## config.mk

```make
export PLATFORM = sky130hd
export DESIGN_NAME = tca_col_alloc
export DESIGN_NICKNAME = d
export VERILOG_FILES = /design/src/rtl/tca_pkg.sv /design/src/rtl/tca_size_decode.sv /design/src/rtl/tca_region_find.sv /design/src/rtl/tca_access_check.sv /design/src/rtl/tca_col_alloc.sv
export SDC_FILE = /design/constraint.sdc
export NUM_CORES = 1
export LEC_CHECK = 0
export BUFFER_PORTS_ARGS = -buffer_cell sky130_fd_sc_hd__buf_2
export CAP_MARGIN = 10
export CELL_PAD_IN_SITES_DETAIL_PLACEMENT = 1
export CELL_PAD_IN_SITES_GLOBAL_PLACEMENT = 2
export CORE_ASPECT_RATIO = 1.75
export CORE_MARGIN = 5
export CORE_UTILIZATION = 40
export CTS_CLUSTER_SIZE = 30
export DETAILED_ROUTE_END_ITERATION = 6
export GPL_TIMING_DRIVEN = 0
export PLACE_DENSITY = 0.95
export SLEW_MARGIN = 20
export SYNTH_ARGS = -nofsm -noshare
export SYNTH_HDL_FRONTEND = slang
export SYNTH_HIERARCHICAL = 1
export SYNTH_SLANG_ARGS = --single-unit
```

## constraint.sdc

```tcl
create_clock -name clk_i -period 4.2 [get_ports clk_i]
set_clock_uncertainty 0.05 [all_clocks]
set_input_delay 0.84 -clock clk_i [delete_from_list [all_inputs] [get_ports clk_i]]
set_output_delay 0.84 -clock clk_i [all_outputs]
set_load 0.01 [all_outputs]
```

## src/rtl/tca_pkg.sv

```systemverilog
package tca_pkg;
  typedef enum logic [1:0] {
    OP_ALLOC   = 2'd0,
    OP_RELEASE = 2'd1,
    OP_EXIT    = 2'd2,
    OP_NONE    = 2'd3
  } op_e;

  typedef enum logic [2:0] {
    RSP_OK       = 3'd0,
    RSP_NOSPACE  = 3'd1,
    RSP_BADSIZE  = 3'd2,
    RSP_DOUBLE   = 3'd3,
    RSP_BADREL   = 3'd4,
    RSP_EXITHELD = 3'd5
  } rsp_e;
endpackage

```

## src/rtl/tca_size_decode.sv

```systemverilog
module tca_size_decode #(
  parameter int COL_W    = 9,
  parameter int UNIT_LOG = 5,
  parameter int K_W      = 3
) (
  input  logic [COL_W:0]   size_i,
  output logic             valid_o,
  output logic [K_W-1:0]   k_o
);
  always_comb begin
    k_o = '0;
    for (int b = UNIT_LOG; b <= COL_W; b++)
      if (size_i[b]) k_o = K_W'(b - UNIT_LOG);
  end

  // legal: a single bit set, at or above one unit
  assign valid_o = $onehot(size_i) && (size_i[UNIT_LOG-1:0] == '0);
endmodule

```

## src/rtl/tca_region_find.sv

```systemverilog
module tca_region_find #(
  parameter int NUM_UNITS = 16,
  parameter int UNIT_W    = 4,
  parameter int K_W       = 3
) (
  input  logic [NUM_UNITS-1:0] occ_i,
  input  logic [K_W-1:0]       k_i,
  output logic                 found_o,
  output logic [UNIT_W-1:0]    base_o
);
  localparam int NUM_K = $clog2(NUM_UNITS) + 1;

  logic              fnd_arr  [NUM_K];
  logic [UNIT_W-1:0] base_arr [NUM_K];

  for (genvar g = 0; g < NUM_K; g++) begin : g_span
    localparam int SPAN = 1 << g;
    localparam logic [NUM_UNITS-1:0] SMASK = NUM_UNITS'((64'd1 << SPAN) - 64'd1);
    always_comb begin
      fnd_arr[g]  = 1'b0;
      base_arr[g] = '0;
      // descending scan: the lowest free aligned slot is written last
      for (int i = NUM_UNITS / SPAN - 1; i >= 0; i--) begin
        if (((occ_i >> (i * SPAN)) & SMASK) == '0) begin
          fnd_arr[g]  = 1'b1;
          base_arr[g] = UNIT_W'(i * SPAN);
        end
      end
    end
  end

  always_comb begin
    found_o = 1'b0;
    base_o  = '0;
    for (int k = 0; k < NUM_K; k++) begin
      if (k_i == K_W'(k)) begin
        found_o = fnd_arr[k];
        base_o  = base_arr[k];
      end
    end
  end
endmodule

```

## src/rtl/tca_access_check.sv

```systemverilog
module tca_access_check #(
  parameter int COL_W    = 9,
  parameter int UNIT_W   = 4,
  parameter int UNIT_LOG = 5,
  parameter int K_W      = 3,
  parameter int WAVE_W   = 2,
  parameter int RROW_W   = 5
) (
  input  logic                     held_i,
  input  logic [UNIT_W-1:0]        base_i,
  input  logic [K_W-1:0]           k_i,
  input  logic [WAVE_W-1:0]        wave_i,
  input  logic [RROW_W-1:0]        row_i,
  input  logic [COL_W-1:0]         col_i,
  output logic                     ok_o,
  output logic [WAVE_W+RROW_W-1:0] prow_o,
  output logic [COL_W-1:0]         pcol_o
);
  logic [COL_W:0] limit;

  assign limit  = (COL_W+1)'(1) << (UNIT_LOG + int'(k_i));
  assign ok_o   = held_i && ({1'b0, col_i} < limit);
  assign prow_o = {wave_i, row_i};
  assign pcol_o = (COL_W'(base_i) << UNIT_LOG) + col_i;
endmodule

```

## src/rtl/tca_col_alloc.sv

```systemverilog
module tca_col_alloc
  import tca_pkg::*;
#(
  parameter int NUM_COLS      = 512,
  parameter int NUM_WAVES     = 4,
  parameter int ROWS_PER_WAVE = 32,
  parameter int UNIT_COLS     = 32,
  localparam int COL_W        = $clog2(NUM_COLS),
  localparam int WAVE_W       = $clog2(NUM_WAVES),
  localparam int RROW_W       = $clog2(ROWS_PER_WAVE),
  localparam int ROW_W        = WAVE_W + RROW_W
) (
  input  logic              clk_i,
  input  logic              rst_ni,
  input  logic              req_valid_i,
  input  logic [1:0]        req_op_i,
  input  logic [WAVE_W-1:0] req_wave_i,
  input  logic [COL_W:0]    req_size_i,
  input  logic [COL_W-1:0]  req_base_i,
  input  logic              acc_valid_i,
  input  logic [WAVE_W-1:0] acc_wave_i,
  input  logic [RROW_W-1:0] acc_row_i,
  input  logic [COL_W-1:0]  acc_col_i,
  output logic              rsp_valid_o,
  output logic [2:0]        rsp_code_o,
  output logic [COL_W-1:0]  rsp_base_o,
  output logic              acc_ok_o,
  output logic              acc_fault_o,
  output logic [ROW_W-1:0]  acc_row_o,
  output logic [COL_W-1:0]  acc_col_o
);
  localparam int NUM_UNITS = NUM_COLS / UNIT_COLS;
  localparam int UNIT_W    = $clog2(NUM_UNITS);
  localparam int UNIT_LOG  = $clog2(UNIT_COLS);
  localparam int K_W       = $clog2($clog2(NUM_UNITS) + 1);

  logic [NUM_UNITS-1:0] occ_q;
  logic [NUM_WAVES-1:0] held_q;
  logic [UNIT_W-1:0]    base_q [NUM_WAVES];
  logic [K_W-1:0]       k_q    [NUM_WAVES];

  logic [2:0]           rsp_code_q;
  logic                 rsp_alloc_q;
  logic [K_W-1:0]       rsp_k_q;

  function automatic logic [NUM_UNITS-1:0] unit_mask(logic [UNIT_W-1:0] b, logic [K_W-1:0] k);
    return NUM_UNITS'(((64'd1 << (64'd1 << k)) - 64'd1) << b);
  endfunction

  // request decode
  logic              size_ok;
  logic [K_W-1:0]    req_k;
  logic              fnd;
  logic [UNIT_W-1:0] fnd_base;

  tca_size_decode #(.COL_W(COL_W), .UNIT_LOG(UNIT_LOG), .K_W(K_W)) u_size (
    .size_i (req_size_i),
    .valid_o(size_ok),
    .k_o    (req_k)
  );

  tca_region_find #(.NUM_UNITS(NUM_UNITS), .UNIT_W(UNIT_W), .K_W(K_W)) u_find (
    .occ_i  (occ_q),
    .k_i    (req_k),
    .found_o(fnd),
    .base_o (fnd_base)
  );

  op_e  op;
  rsp_e code;
  logic do_grant, do_free, do_rsp;
  logic wave_held;
  logic base_match;

  assign op         = op_e'(req_op_i);
  assign wave_held  = held_q[req_wave_i];
  assign base_match = req_base_i == (COL_W'(base_q[req_wave_i]) << UNIT_LOG);

  always_comb begin
    code     = RSP_OK;
    do_grant = 1'b0;
    do_free  = 1'b0;
    do_rsp   = req_valid_i && (op != OP_NONE);
    unique case (op)
      OP_ALLOC: begin
        if (!size_ok)       code = RSP_BADSIZE;
        else if (wave_held) code = RSP_DOUBLE;
        else if (!fnd)      code = RSP_NOSPACE;
        else                do_grant = req_valid_i;
      end
      OP_RELEASE: begin
        if (!wave_held || !base_match) code = RSP_BADREL;
        else                           do_free = req_valid_i;
      end
      OP_EXIT: if (wave_held) code = RSP_EXITHELD;
      default: ;
    endcase
  end

  always_ff @(posedge clk_i or negedge rst_ni) begin
    if (!rst_ni) begin
      occ_q       <= '0;
      held_q      <= '0;
      base_q      <= '{default: '0};
      k_q         <= '{default: '0};
      rsp_valid_o <= 1'b0;
      rsp_code_q  <= '0;
      rsp_base_o  <= '0;
      rsp_alloc_q <= 1'b0;
      rsp_k_q     <= '0;
    end else begin
      rsp_valid_o <= do_rsp;
      rsp_code_q  <= code;
      rsp_alloc_q <= do_grant;
      rsp_k_q     <= req_k;
      rsp_base_o  <= do_grant ? (COL_W'(fnd_base) << UNIT_LOG) : '0;
      if (do_grant) begin
        occ_q              <= occ_q | unit_mask(fnd_base, req_k);
        held_q[req_wave_i] <= 1'b1;
        base_q[req_wave_i] <= fnd_base;
        k_q[req_wave_i]    <= req_k;
      end else if (do_free) begin
        occ_q              <= occ_q & ~unit_mask(base_q[req_wave_i], k_q[req_wave_i]);
        held_q[req_wave_i] <= 1'b0;
      end
    end
  end

  assign rsp_code_o = rsp_code_q;

  // access path
  logic             acc_pass;
  logic [ROW_W-1:0] prow;
  logic [COL_W-1:0] pcol;

  tca_access_check #(
    .COL_W(COL_W), .UNIT_W(UNIT_W), .UNIT_LOG(UNIT_LOG),
    .K_W(K_W), .WAVE_W(WAVE_W), .RROW_W(RROW_W)
  ) u_acc (
    .held_i(held_q[acc_wave_i]),
    .base_i(base_q[acc_wave_i]),
    .k_i   (k_q[acc_wave_i]),
    .wave_i(acc_wave_i),
    .row_i (acc_row_i),
    .col_i (acc_col_i),
    .ok_o  (acc_pass),
    .prow_o(prow),
    .pcol_o(pcol)
  );

  always_ff @(posedge clk_i or negedge rst_ni) begin
    if (!rst_ni) begin
      acc_ok_o    <= 1'b0;
      acc_fault_o <= 1'b0;
      acc_row_o   <= '0;
      acc_col_o   <= '0;
    end else begin
      acc_ok_o    <= acc_valid_i && acc_pass;
      acc_fault_o <= acc_valid_i && !acc_pass;
      acc_row_o   <= (acc_valid_i && acc_pass) ? prow : '0;
      acc_col_o   <= (acc_valid_i && acc_pass) ? pcol : '0;
    end
  end


  grant_aligned_chk: assert property (@(posedge clk_i) disable iff (!rst_ni)
    rsp_valid_o && rsp_alloc_q |->
      ((rsp_base_o & COL_W'((64'd1 << (UNIT_LOG + int'(rsp_k_q))) - 64'd1)) == '0));


  reject_keeps_map_chk: assert property (@(posedge clk_i) disable iff (!rst_ni)
    rsp_valid_o && (rsp_code_o != RSP_OK) |-> (occ_q == $past(occ_q)));


  grant_grows_map_chk: assert property (@(posedge clk_i) disable iff (!rst_ni)
    rsp_valid_o && rsp_alloc_q |-> ($countones(occ_q) > $countones($past(occ_q))));


  acc_excl_chk: assert property (@(posedge clk_i) disable iff (!rst_ni)
    !(acc_ok_o && acc_fault_o));


  acc_unheld_fault_chk: assert property (@(posedge clk_i) disable iff (!rst_ni)
    acc_valid_i && !held_q[acc_wave_i] |=> acc_fault_o);


  acc_row_slice_chk: assert property (@(posedge clk_i) disable iff (!rst_ni)
    acc_valid_i && held_q[acc_wave_i] && (acc_col_i == '0) |=>
      acc_ok_o && (acc_row_o[ROW_W-1:RROW_W] == $past(acc_wave_i)));
endmodule

```

# [Word-level counts from Yosys, hierarchy flattened]
# Index checks and enable logic that the tools add are counted.
[totals] ff_bits=79 inputBits=43 output_inout_bits=31 word_cells=225
[op_classes] add_sub_neg=13 n_lt_le_gt_ge=7 n_eq_ne=9 shift=7 muxes=118 n_bitwise=8 reduce_logical=46
[op_table] cell="zero test 16 bit" n=31
[op_table] cell="two-way mux 4 bit" n=42
[op_table] cell="left shift 1 x 3 -> 64 bit (first input constant)" n=2
[op_table] cell="left shift 1 x 64 -> 64 bit (first input constant)" n=2
[op_table] cell="left shift 64 x 4 -> 16 bit" n=2
[op_table] cell="subtractor 64 x 1 -> 64 bit (second input constant)" n=2
[op_table] cell="two-way mux 1 bit" n=47
[op_table] cell="two-way mux 16 bit" n=2
[op_table] cell="left shift 1 x 32 -> 10 bit (first input constant)" n=1
[op_table] cell="two-way mux 3 bit" n=8
[op_table] cell="two-way mux 9 bit" n=2
[op_table] cell="adder 4 bit" n=4
[op_table] cell="bitwise AND 16 bit" n=1
[op_table] cell="binary-select mux 4 bit (select 2 bit)" n=2
[op_table] cell="bitwise mux 16 bit" n=1
[op_table] cell="inverter 16 bit" n=1
[op_table] cell="OR 16 bit" n=1
[op_table] cell="binary-select mux 3 bit (select 2 bit)" n=2
[op_table] cell="bitwise mux 12 bit" n=1
[op_table] cell="adder 1 x 1 -> 2 bit" n=5
[op_table] cell="< comparator 9 x 10 -> 1 bit" n=1
[op_table] cell="adder 9 bit" n=1
[op_table] cell="equality test 9 bit" n=1
[op_table] cell="case mux 3 bit (3 select lines)" n=1
[op_table] cell="29 further kinds" n=45

# [Depth between registers and ports, before layout]
[depth] ltp_word=27 depth_mapped=16

# [Cells and area by module]
# The synthesis kept the hierarchy.
[modules_own_cells] mod="tca_col_alloc" instances=1 cells_per_inst=479 area_per_inst_um2=4719.5 seq_area_each_um2=1851.8
[modules_own_cells] mod="tca_region_find" instances=1 cells_per_inst=80 area_per_inst_um2=516.7 seq_area_each_um2=0.0
[modules_own_cells] mod="tca_access_check" instances=1 cells_per_inst=50 area_per_inst_um2=407.9 seq_area_each_um2=0.0
[modules_own_cells] mod="tca_size_decode" instances=1 cells_per_inst=34 area_per_inst_um2=309.0 seq_area_each_um2=0.0

# [Worst setup path after synthesis]
# Ideal clock, no wire load.
[synth_timing] path_type="input -> register" startpoint="in req_size_i[0]" endpoint="reg base_q[0] (netlist bit)" setup_ns=0.125 t_arrival_ns=4.541 setup_slack_ns=-0.516 stages=13 path_buffers=0 cell_sequence="fa_1 -> fa_1 -> inv_1 -> fa_1 -> fa_1 -> fa_1 -> nor3b_1 -> o21ai_1 -> a21oi_2 -> nor2b_2 -> nand4_4 -> nor2_2 -> mux2_2"
[synth_via] elab_chain_cells=8 word_cells_on_any_way=9 cone_classes="4 x add/sub; 1 x eq/ne; 2 x mux; 2 x reduce/logical"
[synth_rtl] item="start: declaration" line="tca_col_alloc.sv:18" text="input logic [COL_W:0] req_size_i,"
[synth_rtl] item="adder 1 x 1 -> 2 bit (not written as such)" line="tca_size_decode.sv:17" text="assign valid_o = $onehot(size_i) && (size_i[UNIT_LOG-1:0] == '0);"
[synth_rtl] item="adder 4 bit (not written as such) (3 in a row)" line="tca_size_decode.sv:17"
[synth_rtl] item="equality test 4 x 1 -> 1 bit" line="tca_size_decode.sv:17"
[synth_rtl] item="logical AND 1 bit (*)" line="tca_size_decode.sv:17"
[synth_rtl] item="via size_ok" line="tca_col_alloc.sv:51" text="logic size_ok;"
[synth_rtl] item="two-way mux 1 bit (*)" line="tca_col_alloc.sv:86" text="if (!size_ok) code = RSP_BADSIZE;"
[synth_rtl] item="two-way mux 1 bit (*)" line="tca_col_alloc.sv:84" text="unique case (op)"
[synth_rtl] item="end signal: indexed assignment" line="tca_col_alloc.sv:120" text="base_q[req_wave_i] <= fnd_base;"
[synth_rtl] item="end: declaration" line="tca_col_alloc.sv:39" text="logic [UNIT_W-1:0] base_q [NUM_WAVES];"
# The timed path passes the listed nets; every way through them passes the cells marked *.
# A chain may end at the register's enable or synchronous reset.

# [Worst setup path after layout]
[layout_timing] startpoint="in req_size_i[0]" endpoint="reg base_q[9] (netlist bit)"
# Same word-level chain as after synthesis.

==> flow_metrics.py <==
metrics = {
    "run": {
        "maxCapViolations": 0,
    },
    "power_and_ir_drop": {
        "p_comb_share_pct": 15.9,
        "internal_power_mw": 1.48,
        "clkPwrFrac_pct": 48.2,
        "peakVddDrop_uv": 337,
        "p_seq_share_pct": 36.0,
        "switchingPower_mw": 0.536,
        "p_leak_nw": 3.30,
        "p_total_mw": 2.02,
        "p_sw_share_pct": 26.6,
        "cellPowerDensity_nw_per_um2": 269,
    },
    "sta": {
        "fin_crit_sh_pct": 112,
        "rsz0062_at_grt": "true",
        "setup_viol": 52,
        "period_needed_ns": 4.72,
        "fmax_mhz": 212,
        "tightest_slew_ns": 0.817,
        "slew_headroom_pct": 45.5,
        "slew_viol_final": 0,
        "finalHoldViolations": 0,
        "worst_slack_ns": -0.525,
        "whs_ns": 0.333,
    },
    "worst_hold_path": {
        "min_path_type": "in -> async",
    },
    "layout": {
        "finalNetCount": 809,
        "drive_gt1_share_pct": 30.2,
        "final_core_util_pct": 50.8,
        "regArea_um2": 1850,
        "syn_to_final_growth_pct": 25.9,
        "stdcell_count": 929,
        "fin_area_um2": 7500,
        "multi_input_area_um2": 4080,
        "nFillCells": 1689,
    },
    "global_routing": {
        "grt_max_degree": 55,
        "grt_pass1_vias": 6374,
        "grt_antenna_before_repair": 2,
        "grt.overflow.total": 0,
        "grt_pass1_wl_um": 34900,
        "grtUsageTotal_pct": 26.1,
    },
    "synthesis": {
        "synth.distinct_cells": 82,
        "postSynthAreaPerCell_um2": 9.26,
        "ys_seq_elements": 74,
        "ys_warn_count": 6,
        "synth_edf_count": 0,
        "syn_area_um2": 5950,
        "synth-seq-area-share_pct": 31.1,
        "async_flop_share_pct": 100,
        "netlist_instances": 643,
        "yosys_most_used_dff": "dfrtp_1",
    },
    "run_status": {
        "status": "finished with violations",
        "violations": "negative setup slack",
    },
    "floorplan": {
        "ios": 74,
        "core_area_um2": 14800,
        "dieHeight_um": 171,
        "die_w_um": 102,
        "rows": 59,
        "die_area_um2": 17500,
        "initial_utilization_pct": 40.3,
    },
    "drt": {
        "vias": 5847,
        "drt-initial-drc-count": 307,
        "firstDrtPassIters": 4,
        "wl_um": 23300,
        "viasPerCell": 6.29,
        "avgRoutedWirePerCell_um": 25.1,
        "drc": 0,
        "ant_nets": 0,
    },
    "clock_tree": {
        "clk_pin_slew_ns": 0.06,
        "numCtsBuffers": 9,
        "clockBufferDepth": 2,
        "clk_latency_ns": 0.35,
        "root_buffer": "clkbuf_16",
        "clock-sinks": 74,
        "cts_tree": "done",
        "htreeDepth": 3,
        "ctsHoldBuffers": 0,
    },
    "place": {
        "portBuffers": 58,
        "place_area_um2": 6590,
        "gp_congestion": 0.891,
        "place_inst": 893,
        "dpl.hpwl_um": 16100,
    },
    "setup_path": {
        "cp_common_cell": "fa_1",
        "critPathMaxFanout": 7,
        "worstPathCellList": "buf_8 > fa_1 > fa_1 > inv_1 > fa_1 > fa_2 > fa_2 > nor3b_2 > o21ai_1 > a21oi_2 > nor2b_4 > nand4_4 > buf_12 > nor2_4 > buf_12 > mux2_4",
        "crit_slowest_cell": "fa_1",
        "cp.arrival_ns": 4.90,
        "reg2reg_from": "occ_q[13]",
        "path_class": "in -> reg",
        "crit_family": "adder cells",
        "critPathRequiredTime_ns": 4.38,
        "cp_slowest_stage_delay_ns": 0.51,
        "start_kind": "input pin",
        "reg2regPathDepth": 9,
        "r2r_slack_ns": 0.32,
        "cp-end-kind": "flip-flop",
        "cp_num_buf_inv": 4,
        "reg2reg_to": "occ_q[14]",
    },
}
[through the flow]
step                      setup WS [ns]  TNS [ns]
after detailed placement          -1.04    -43.80
final                            -0.525    -21.84
after CTS                        -0.509    -20.08
after floorplan                  -0.394    -13.39
after global routing             -0.649    -28.84
after global placement           -0.972    -40.27
[worst max path at each step]
stage,from,to,slack [ns],cells after the start
after CTS,req_size_i[0],base_q[15],-0.51,15
after floorplan,req_size_i[0],base_q[0],-0.39,12
after global placement,req_size_i[0],occ_q[14],-0.97,15
final,req_size_i[0],base_q[9],-0.52,16
after detailed placement,req_size_i[0],k_q[3],-1.04,14
after global routing,req_size_i[0],base_q[9],-0.65,16
[placed cells by master (no fill, tap or decap), types with 6 or more instances in the layout]
cell and instances:
dfrtp_1 74, buf_2 62, nand2_1 39, nor2_1 39, inv_1 31, o21ai_0 29
mux2_4 28, a21oi_1 26, clkbuf_1 25, buf_4 25, and3_1 21, nor3_1 19
ha_1 19, mux4_2 16, nand3_1 13, a31oi_1 13, buf_6 11, nor2b_1 11
nand2b_1 11, conb_1 11, clkbuf_16 10, a211oi_1 9, mux2i_1 8, o211ai_1 8
or3_1 6, nor2_4 6, o31ai_1 6, o21a_1 6, nor3b_1 6, a221oi_1 6
[metal layers]
layer | vias to the layer above | global-route usage, % | part of all wire (%)
met2 | 233 | 48.1 | 55
met5 | - | 0 | 0
met3 | 102 | 5.11 | 4.5
met4 | 0 | 16.4 | 6.9
met1 | 2949 | 25.9 | 34
li1 | 2563 | - | -
[registers in the layout, indices dropped and copies added (netlist names), named ones only]
name and cells:
rsp_code_o 3, rsp_base_o 4, base_q 16, occ_q 16, acc_col_o 9, acc_fault_o 1
rsp_valid_o 1, acc_ok_o 1, k_q 12, acc_row_o 7
[layout make-up]
cell class / instances / share of cell area (%)
multi-input combinational: 492 / 54.4
inverter: 31 / 1.55
tap: 183 / 3.05
clock inverter: 6 / 1.84
timing repair buffer: 77 / 7.09
sequential: 74 / 24.7
clock buffer: 9 / 3.00
buffer: 55 / 4.24
antenna: 2 / 0.0668
[repair_timing]
action / CTS / global route
endpoints found under the hold margin: 0 / 0
gates resized for setup: 45 / 38
endpoints found under the setup margin: 52 / 52
pin swaps: 11 / 13
gates cloned: 1 / 0
buffers inserted: 13 / 6
[power by group through the flow]
stage	clock (mW)	sequential [mW]	combinational, mW
final	0.972	0.726	0.320
after global placement	0	0.738	0.274
after CTS	0.967	0.725	0.305
after global routing	1.01	0.726	0.348
after detailed placement	0	0.738	0.295
after floorplan	0	0.738	0.188
[synth_stat cells (18+ instances only)]
| master | number | area share, % |
|---|---|---|
| dfrtp_1 | 74 | 31 |
| nor2_1 | 42 | 2.6 |
| nand2_1 | 39 | 2.5 |
| o21ai_0 | 33 | 2.8 |
| mux2_2 | 32 | 6.1 |
| inv_1 | 31 | 2.0 |
| a21oi_1 | 30 | 2.5 |
| clkbuf_1 | 26 | 1.6 |
| nor3_1 | 23 | 1.9 |
| and3_1 | 21 | 2.2 |
| ha_1 | 19 | 4.0 |
| buf_4 | 18 | 2.3 |
[cells by family (layout without fill, tap and decap cells)]
kind of cell | count (synthesis) | in the layout | share of synthesized area, %
XOR/XNOR | 9 | 9 | 1.32
buffers and inverters | 86 | 178 | 6.94
AO/OA/AOI/OAI | 168 | 168 | 19.3
AND/OR/NAND/NOR | 221 | 222 | 21.4
flip-flops | 74 | 74 | 31.1
multiplexers | 56 | 56 | 13.5
other | 3 | 13 | 0.189
adder cells (fa/ha/maj) | 26 | 26 | 6.35
Note: power is estimated with default switching activity, not from simulation.
